--- config.mk ---
export PLATFORM = sky130hd
export DESIGN_NAME = comma_deser
export DESIGN_NICKNAME = d
export VERILOG_FILES = /design/src/rtl/comma_deser_pkg.sv /design/src/rtl/cd_bit_window.sv /design/src/rtl/cd_boundary.sv /design/src/rtl/cd_word_clock.sv /design/src/rtl/comma_deser.sv
export SDC_FILE = /design/constraint.sdc
export NUM_CORES = 1
export LEC_CHECK = 0
export ABC_AREA = 0
export CAP_MARGIN = 30
export CORE_MARGIN = 5
export CORE_UTILIZATION = 50
export CTS_CLUSTER_SIZE = 40
export DETAILED_ROUTE_END_ITERATION = 6
export GPL_TIMING_DRIVEN = 0
export PLACE_DENSITY = 0.77
export SYNTH_ARGS = -nofsm -noshare
export SYNTH_HDL_FRONTEND = slang
export SYNTH_SLANG_ARGS = --single-unit
--- constraint.sdc ---
create_clock -name clk -period 2.98 [get_ports clk]
set_input_delay 0.447 -clock clk [delete_from_list [all_inputs] [get_ports clk]]
set_output_delay 0.447 -clock clk [all_outputs]
set_load 0.1 [all_outputs]
--- src/rtl/comma_deser_pkg.sv ---
package comma_deser_pkg;
  localparam int WORD_W    = 10;
  localparam int COMMA_LEN = 7;
  // received order: bit0 first -> 0,0,1,1,1,1,1
  localparam logic [COMMA_LEN-1:0] COMMA_PAT = 7'b1111100;
endpackage

--- src/rtl/cd_bit_window.sv ---
module cd_bit_window #(
  parameter int W  = 10,
  parameter int CL = 7,
  parameter logic [CL-1:0] PAT = '0
) (
  input  logic         clk,
  input  logic         rst_n,
  input  logic         bit_en,
  input  logic         ext_bit,
  input  logic         lpbk_bit,
  input  logic         loop_sel,
  output logic [W-1:0] win_next,
  output logic         comma_hit
);
  logic [W-1:0]  win_q;
  logic [CL-1:0] bit_ok;
  logic          sel_bit;

  // source select
  assign sel_bit = loop_sel ? lpbk_bit : ext_bit;

  // newest bit enters at the top, oldest sits at bit 0
  always_comb begin
    win_next = win_q;
    if (bit_en) win_next = {sel_bit, win_q[W-1:1]};
  end

  always_ff @(posedge clk or negedge rst_n) begin
    if (!rst_n) win_q <= '0;
    else        win_q <= win_next;
  end

  generate
    for (genvar i = 0; i < CL; i++) begin : g_cmp
      assign bit_ok[i] = (win_next[i] == PAT[i]);
    end
  endgenerate

  assign comma_hit = bit_en & (&bit_ok);

  // no bit, no shift
  a_r11_window_idle: assert property (@(posedge clk) disable iff (!rst_n)
    !bit_en |=> $stable(win_q));
endmodule

--- src/rtl/cd_boundary.sv ---
module cd_boundary #(
  parameter int W  = 10,
  parameter int CW = 4
) (
  input  logic          clk,
  input  logic          rst_n,
  input  logic          bit_en,
  input  logic          sync_en,
  input  logic          comma_hit,
  output logic          word_done,
  output logic [CW-1:0] cnt_next
);
  localparam logic [CW-1:0] LAST = CW'(W - 1);

  logic [CW-1:0] cnt_q;
  logic          at_end;

  assign at_end    = (cnt_q == LAST);
  assign word_done = bit_en & (at_end | (sync_en & comma_hit));

  always_comb begin
    cnt_next = cnt_q;
    if (bit_en) begin
      if (word_done) cnt_next = '0;
      else           cnt_next = cnt_q + 1'b1;
    end
  end

  always_ff @(posedge clk or negedge rst_n) begin
    if (!rst_n) cnt_q <= '0;
    else        cnt_q <= cnt_next;
  end

  // counter stays inside one word
  a_r2_cnt_range: assert property (@(posedge clk) disable iff (!rst_n)
    cnt_q <= LAST);
  // frozen boundary just counts on
  a_r3_hold_count: assert property (@(posedge clk) disable iff (!rst_n)
    (bit_en && !sync_en && !at_end) |=> (cnt_q == CW'($past(cnt_q) + 1'b1)));
endmodule

--- src/rtl/cd_word_clock.sv ---
module cd_word_clock #(
  parameter int W  = 10,
  parameter int CW = 4
) (
  input  logic          clk,
  input  logic          rst_n,
  input  logic          bit_en,
  input  logic          rate_full,
  input  logic          sync_en,
  input  logic          word_done,
  input  logic          comma_hit,
  input  logic [CW-1:0] cnt_next,
  output logic          wclk0,
  output logic          wclk1,
  output logic          flag
);
  localparam logic [CW-1:0] HALF = CW'(W / 2);

  logic w0_q, w0_next, w1_q, flag_q, flag_next;
  logic comma_sync, full_fall;

  assign comma_sync = sync_en & comma_hit;
  assign full_fall  = bit_en & rate_full & (cnt_next == HALF);

  always_comb begin
    w0_next = w0_q;
    if (word_done) begin
      if (rate_full)       w0_next = 1'b1;
      else if (comma_sync) w0_next = 1'b1;      // slip
      else                 w0_next = ~w0_q;
    end else if (full_fall) begin
      w0_next = 1'b0;
    end
  end

  always_comb begin
    flag_next = flag_q;
    if (!sync_en)        flag_next = 1'b0;
    else if (word_done)  flag_next = comma_hit & ~w0_q;
    else if (full_fall)  flag_next = 1'b0;
  end

  always_ff @(posedge clk or negedge rst_n) begin
    if (!rst_n) begin
      w0_q   <= 1'b0;
      w1_q   <= 1'b1;
      flag_q <= 1'b0;
    end else begin
      w0_q   <= w0_next;
      w1_q   <= ~w0_next;
      flag_q <= flag_next;
    end
  end

  assign wclk0 = w0_q;
  assign wclk1 = w1_q;
  assign flag  = flag_q;

  a_r8_clk_inverse: assert property (@(posedge clk) disable iff (!rst_n)
    w1_q == ~w0_q);
  a_r4_flag_low: assert property (@(posedge clk) disable iff (!rst_n)
    !sync_en |=> !flag_q);
  a_r5_flag_on_rise: assert property (@(posedge clk) disable iff (!rst_n)
    $rose(flag_q) |-> $rose(w0_q));
  a_r6_full_rise: assert property (@(posedge clk) disable iff (!rst_n)
    (word_done && rate_full) |=> w0_q);
endmodule

--- src/rtl/comma_deser.sv ---
module comma_deser
  import comma_deser_pkg::*;
#(
  parameter int W  = WORD_W,
  parameter int CL = COMMA_LEN,
  parameter logic [CL-1:0] PAT = COMMA_PAT
) (
  input  logic         clk,
  input  logic         rst_n,
  input  logic         bit_en,
  input  logic         ser_in,
  input  logic         lpbk_in,
  input  logic         loop_sel,
  input  logic         rate_full,
  input  logic         sync_en,
  output logic [W-1:0] word_out,
  output logic         comma_flag,
  output logic         wclk0,
  output logic         wclk1
);
  localparam int CW = $clog2(W);

  logic [W-1:0]  win_next, word_q;
  logic          comma_hit, word_done;
  logic [CW-1:0] cnt_next;

  cd_bit_window #(.W(W), .CL(CL), .PAT(PAT)) u_win (
    .clk(clk), .rst_n(rst_n), .bit_en(bit_en), .ext_bit(ser_in),
    .lpbk_bit(lpbk_in), .loop_sel(loop_sel),
    .win_next(win_next), .comma_hit(comma_hit)
  );

  cd_boundary #(.W(W), .CW(CW)) u_bnd (
    .clk(clk), .rst_n(rst_n), .bit_en(bit_en), .sync_en(sync_en),
    .comma_hit(comma_hit), .word_done(word_done), .cnt_next(cnt_next)
  );

  cd_word_clock #(.W(W), .CW(CW)) u_clk (
    .clk(clk), .rst_n(rst_n), .bit_en(bit_en), .rate_full(rate_full),
    .sync_en(sync_en), .word_done(word_done), .comma_hit(comma_hit),
    .cnt_next(cnt_next), .wclk0(wclk0), .wclk1(wclk1), .flag(comma_flag)
  );

  always_ff @(posedge clk or negedge rst_n) begin
    if (!rst_n)         word_q <= '0;
    else if (word_done) word_q <= win_next;
  end

  assign word_out = word_q;

  a_r11_word_idle: assert property (@(posedge clk) disable iff (!rst_n)
    !bit_en |=> $stable(word_q));
  a_r2_comma_aligned: assert property (@(posedge clk) disable iff (!rst_n)
    (sync_en && comma_hit) |=> (word_q[CL-1:0] == PAT));
endmodule

==> summary.txt, run 1 <==
Status
  • Status: complete, no violations

Critical path
  • Startpoint Class: register
  • Critical path peak fanout: 1
  • Slowest-stage cell, CP: clkdlybuf4s50_1
  • Crit-path max cell delay: roughly 1.1 ns
  • CP delay by family, top: buffers and inverters
  • Type of the worst setup path: register to output port
  • Worst EP arrival: 1.96 ns
  • WP buf/inv: 1
  • WP data required: about 2.5 ns
  • Crit path cell chain: clkdlybuf4s50_1
  • CP endpoint kind: output port

Placement
  • Placer Congestion: roughly 0.81
  • Port Buf Inserts: 19
  • DP Area: approximately 1400 sq um
  • Cells after DPL: between 100 and 150
  • Final HPWL DP: between 1500 and 2000 um
  • Place WS: roughly 0.65 ns

Synthesis
  • Syn_nets: 95
  • Main area contributors after synthesis: dfrtp_1 (54%), mux2_2 (16%), a32o_1 (2.6%), o41ai_4 (2.4%), dfstp_2 (2.3%)
  • Synth warn: 0
  • Synthesized area: approximately 1200 sq um
  • Post-synthesis sequential area ratio: 56.6%
  • Synthesis-stage register bit count: 26
  • Unique masters post-synth: 32
  • Area leader, netlist: dfrtp_1
  • Gate Count Post-Synth: 85
  • Fraction of registers with async set/reset: between 90% and 100%
  • Synth top area share: 54.3%
  • EDFF count, synth: 0
  • Synthesized area per cell: 13.6 sq um
  • Top FF cell, synth: dfrtp_1

STA
  • Endpoints failing hold: 0
  • Endpoints failing setup: 0
  • Setup WS post-layout: 0.574 ns
  • Clock skew: roughly 0.0032 ns
  • Min Tclk post-route: about 2.4 ns
  • Slew HR: between 30% and 40%
  • Unrepaired setup endpoints after global routing: false
  • Worst-Margin Slew: 0.975 ns
  • TNS Setup: 0 ns
  • Final Max Tran Viols: 0
  • Maximum clock rate: roughly 420 MHz
  • Tcrit/Tclk final: between 80% and 90%

CTS
  • Worst skew pair latency: ~0.31 ns
  • Num CTS Buffers: 3
  • Clk pin slew, worst setup/hold paths: 0.13 ns
  • Number of H-tree levels: 1
  • Hold-fix buffers, CTS: 0
  • Max Root-Sink Buffers: 2
  • # clock sinks: 26
  • CTS tree: done
  • Post-CTS sizing: 0
  • Root buffer cell: clkbuf_4
  • Number of setup buffers added after CTS: 0

Detailed routing
  • Iter 0 DRT Violations: 11
  • Vias: between 700 and 800
  • DR DRC count: 0
  • DR WL/cell: roughly 16 um
  • Drt pass-1 iters: 4
  • Drt total wl: between 2000 and 2500 um
  • Final ANT Viol Nets: 0
  • Vias per cell: 5.52

Cells and area
  • Layout net count: 120
  • Fillers: around 190
  • Fin cells: ~140
  • Layout cells sized above 1: 22.0%
  • Synthesis-to-finish area growth: 23.1%
  • Multi-input logic area: around 480 sq um
  • Commonest non-fill, non-tap cell in the layout: dfrtp_1
  • Diode count: 0
  • Register area: 652 sq um
  • Final instance area: approximately 1400 sq um
  • Most frequent cells in the layout: dfrtp_1 (25), clkdlybuf4s50_1 (19), mux2_2 (16)

GRT
  • GRT Residual Overflow: 0
  • Initial antenna violation count: 0
  • Total GRT Usage: about 14%
  • First-pass GRT wire length: roughly 3800 um
  • Vias in the first global route: ~860
  • Pin count of the biggest net entering global routing: 16

Die
  • Core ar.: 2210 sq um
  • Initial core utilization: 52.1%
  • Die area: 3360 sq um
  • Io pins: 21
  • Die height: 58.0 um
  • Chip Width: roughly 58 um
  • Floorplan row count: 17

Worst hold path
  • Worst hold path class: input pin to async pin

Job
  • Max-capacitance violation count: 0
## Yosys cell counts (all sizes together) (2+ instances only)
master / number
nor2: 3
dfrtp: 25
a32o: 3
mux2: 16
o21ai: 3
clkbuf: 2
inv: 3
nand2: 2
a21oi: 2
nand3b: 2
o22ai: 3
ha: 2
## flip-flops by register name, indices dropped and copies added (netlist names)
name,cells
u_clk.flag,1
word_out,10
u_win.win_q,9
u_clk.wclk1,1
u_clk.wclk0,1
u_bnd.cnt_q,4
## per-stage QoR
step	hold WS, ns	utilization, %
floorplan	0.151	-
global placement	0.469	62.3
detailed placement	0.476	63.0
CTS	0.488	64.1
global route	0.503	64.1
finish	0.481	64.1
## worst reg2reg max path: stages (launching register included)
cell and delay [ns]:
dfrtp_1 0.41, nand4_1 0.18, nor4_1 0.69, o21ai_0 0.21, o2bb2ai_1 0.17
## final cells by class
class | count | share of cell area (%)
flip-flops and latches | 26 | 45.9
clock buffers | 4 | 1.85
inverters | 3 | 0.794
well taps | 28 | 2.47
plain buffers | 3 | 0.882
repair buffers | 20 | 14.5
multi-input cells | 53 | 33.6
## kinds of logic after synthesis
group	after synthesis	share of synthesized area [%]
and+or+nand+nor	14	8.25
buffers and inverters	6	2.06
DFF	26	56.6
xor gates and xnor gates	1	0.760
adders and majority gates	2	2.17
AOI/OAI and AO/OA	19	13.7
muxes	17	16.5
## layer usage
| metal | share of wire, % | vias to the layer above | track usage (%) |
|---|---|---|---|
| met5 | 0 | - | 0 |
| met4 | 0.75 | 0 | 5.96 |
| met2 | 51 | 14 | 25.2 |
| li1 | - | 370 | - |
| met1 | 45 | 370 | 17.5 |
| met3 | 3.0 | 2 | 2.45 |
## worst paths after layout
path | start | to | slack (ns) | cells past startpoint
max | u_clk.wclk1 | wclk1 | 0.57 | 1
min | rst_n | word_out[6] | 0.48 | 1
max reg2reg | u_win.win_q[7] | u_bnd.cnt_q[2] | 1.20 | 4
min reg2reg | u_clk.wclk0 | u_clk.wclk1 | 0.49 | 1
max in group asynchronous | rst_n | u_clk.wclk1 | 1.92 | 2
min in group clk | u_clk.wclk0 | u_clk.wclk1 | 0.49 | 1
Power of run 1 is not shown: default switching activity piles up to over one toggle a cycle in this logic, so the estimate is an artifact.
==> inputs of run 2 (changes only) <==
clock period = 2.45 ns   (was 2.98 ns; I/O delays follow)
==> results of run 2 <==
Same layout as run 1 (identical final DEF). Status: complete, no violations.
Main changes from that run: setup slack after placement 0.654 ns -> 0.204 ns; setup slack after layout 0.574 ns -> 0.123 ns; hold slack 0.481 ns -> 0.402 ns; register-to-register setup slack 1.20 ns -> 0.67 ns
Power of run 2 is left out for the same reason.
==> inputs of run 3 (changes only) <==
MAX_ROUTING_LAYER = met4   (was not set)
==> summary.txt, run 3 (synthesis gave the netlist of run 1 again) <==
Status
  • Status: complete, no violations (unchanged)

CTS
  • # clock sinks: 26 (unchanged)
  • Max Root-Sink Buffers: 2 (unchanged)
  • Num CTS Buffers: 3 (unchanged)
  • Number of setup buffers added after CTS: 0 (unchanged)
  • Root buffer cell: clkbuf_4 (unchanged)
  • Clk pin slew, worst setup/hold paths: 0.13 ns (about the same)
  • CTS tree: done (unchanged)
  • Post-CTS sizing: 0 (unchanged)
  • Hold-fix buffers, CTS: 0 (unchanged)
  • Number of H-tree levels: 1 (unchanged)
  • Worst skew pair latency: 0.31 ns (about the same)

Die
  • Chip Width: 58.0 um (unchanged)
  • Core ar.: 2210 sq um (unchanged)
  • Die area: 3360 sq um (unchanged)
  • Initial core utilization: 52.1% (unchanged)
  • Die height: 58.0 um (unchanged)
  • Floorplan row count: 17 (unchanged)
  • Io pins: 21 (unchanged)

STA
  • Slew HR: 34.8% (unchanged)
  • TNS Setup: 0 ns (unchanged)
  • Worst-Margin Slew: 0.975 ns (unchanged)
  • Maximum clock rate: 430 MHz (about the same)
  • Tcrit/Tclk final: 94.9% (was 95.0%)
  • Unrepaired setup endpoints after global routing: false (unchanged)
  • Endpoints failing hold: 0 (unchanged)
  • Endpoints failing setup: 0 (unchanged)
  • Min Tclk post-route: 2.33 ns (about the same)
  • Clock skew: 0.00428 ns (was 0.00322 ns)
  • Final Max Tran Viols: 0 (unchanged)

Detailed routing
  • Iter 0 DRT Violations: 10 (was 11)
  • DR WL/cell: 15.5 um (about the same)
  • Vias per cell: 5.52 (unchanged)
  • Vias: 756 (unchanged)
  • Final ANT Viol Nets: 0 (unchanged)
  • Drt total wl: 2120 um (was 2130 um)
  • DR DRC count: 0 (unchanged)
  • Drt pass-1 iters: 4 (unchanged)

Critical path
  • Worst R2R Path Depth: 4 (unchanged)
  • WP data required: 2.08 ns (about the same)
  • Slowest-stage cell, CP: clkdlybuf4s50_1 (unchanged)
  • CP delay by family, top: buffers and inverters (unchanged)
  • Critical path peak fanout: 1 (unchanged)
  • Crit-path max cell delay: 1.12 ns (about the same)
  • Crit path cell chain: clkdlybuf4s50_1 (unchanged)
  • Startpoint Class: register (unchanged)
  • WP buf/inv: 1 (unchanged)
  • Type of the worst setup path: register to output port (unchanged)
  • Cell count along the critical path: 1 (unchanged)
  • CP endpoint kind: output port (unchanged)
  • Worst EP arrival: 1.96 ns (about the same)

Cells and area
  • Layout net count: 120 (unchanged)
  • Max FFs per register: 10 (unchanged)
  • Final instance area: 1420 sq um (unchanged)
  • Fillers: 187 (unchanged)
  • Most frequent cells in the layout: dfrtp_1 (25), clkdlybuf4s50_1 (19), mux2_2 (16) (unchanged)
  • Commonest non-fill, non-tap cell in the layout: dfrtp_1 (unchanged)
  • Synthesis-to-finish area growth: 23.1% (unchanged)
  • Diode count: 0 (unchanged)
  • Fin util: 64.1% (unchanged)
  • Layout cells sized above 1: 22.0% (unchanged)

GRT
  • Pin count of the biggest net entering global routing: 16 (unchanged)
  • Top Usage Layer GRT: met2 (unchanged)
  • Grt met2 use: 25.2% (unchanged)
  • Met3 Track Usage GR: 2.45% (unchanged)
  • Initial antenna violation count: 0 (unchanged)
  • First-pass GRT wire length: 3770 um (was 3760 um)
  • Total GRT Usage: 14.9% (was 14.4%)
  • GRT Residual Overflow: 0 (unchanged)
  • Vias in the first global route: 858 (was 857)
  • Grt met1 use: 17.7% (was 17.5%)

Placement
  • DP Area: 1390 sq um (unchanged)
  • Port Buf Inserts: 19 (unchanged)
  • Placer Congestion: 0.817 (was 0.805)
  • Final HPWL DP: 1640 um (unchanged)

Worst hold path
  • Worst hold path class: input pin to async pin (unchanged)

Job
  • Max-capacitance violation count: 0 (unchanged)
-- run 3: cell counts in the layout (fill, tap and decap cells not counted) --
No cell type changed its count.
-- run 3: per-layer routing --
layer  part of all wire, %  vias to the layer above
met5                     0                        -
met4                  0.76                        0
met3                   3.0                        2
met2                    51                       14
met1                    45                      370
li1                      -                      370
-- run 3: through the flow --
| stage | worst slack (ns) | hold slack [ns] | instances |
|---|---|---|---|
| after floorplan | 0.691 | 0.0719 | 85 |
| after global placement | 0.222 | 0.469 | 132 |
| after detailed placement | 0.204 | 0.476 | 133 |
| after CTS | 0.118 | 0.409 | 137 |
| after global routing | 0.0863 | 0.424 | 137 |
| final | 0.124 | 0.402 | 137 |
-- run 3: worst paths after layout --
kind | from | to | slack [ns]
max | u_clk.wclk1 | wclk1 | 0.12
min | rst_n | word_out[6] | 0.40
max reg2reg | u_win.win_q[7] | word_out[3] | 0.66
min reg2reg | u_clk.wclk0 | u_clk.wclk1 | 0.49
max in group asynchronous | rst_n | u_clk.wclk1 | 1.47
min in group clk | bit_en | u_bnd.cnt_q[1] | 0.42
-- run 3: layout make-up --
type	count	area [sq um]	area share, %
clock buffers	4	26.3	1.85
repair buffers	20	205	14.5
plain buffers	3	12.5	0.882
inverters	3	11.3	0.794
flip-flops and latches	26	652	45.9
well taps	28	35.0	2.47
multi-input cells	53	477	33.6
Power of run 3 is left out for the same reason.
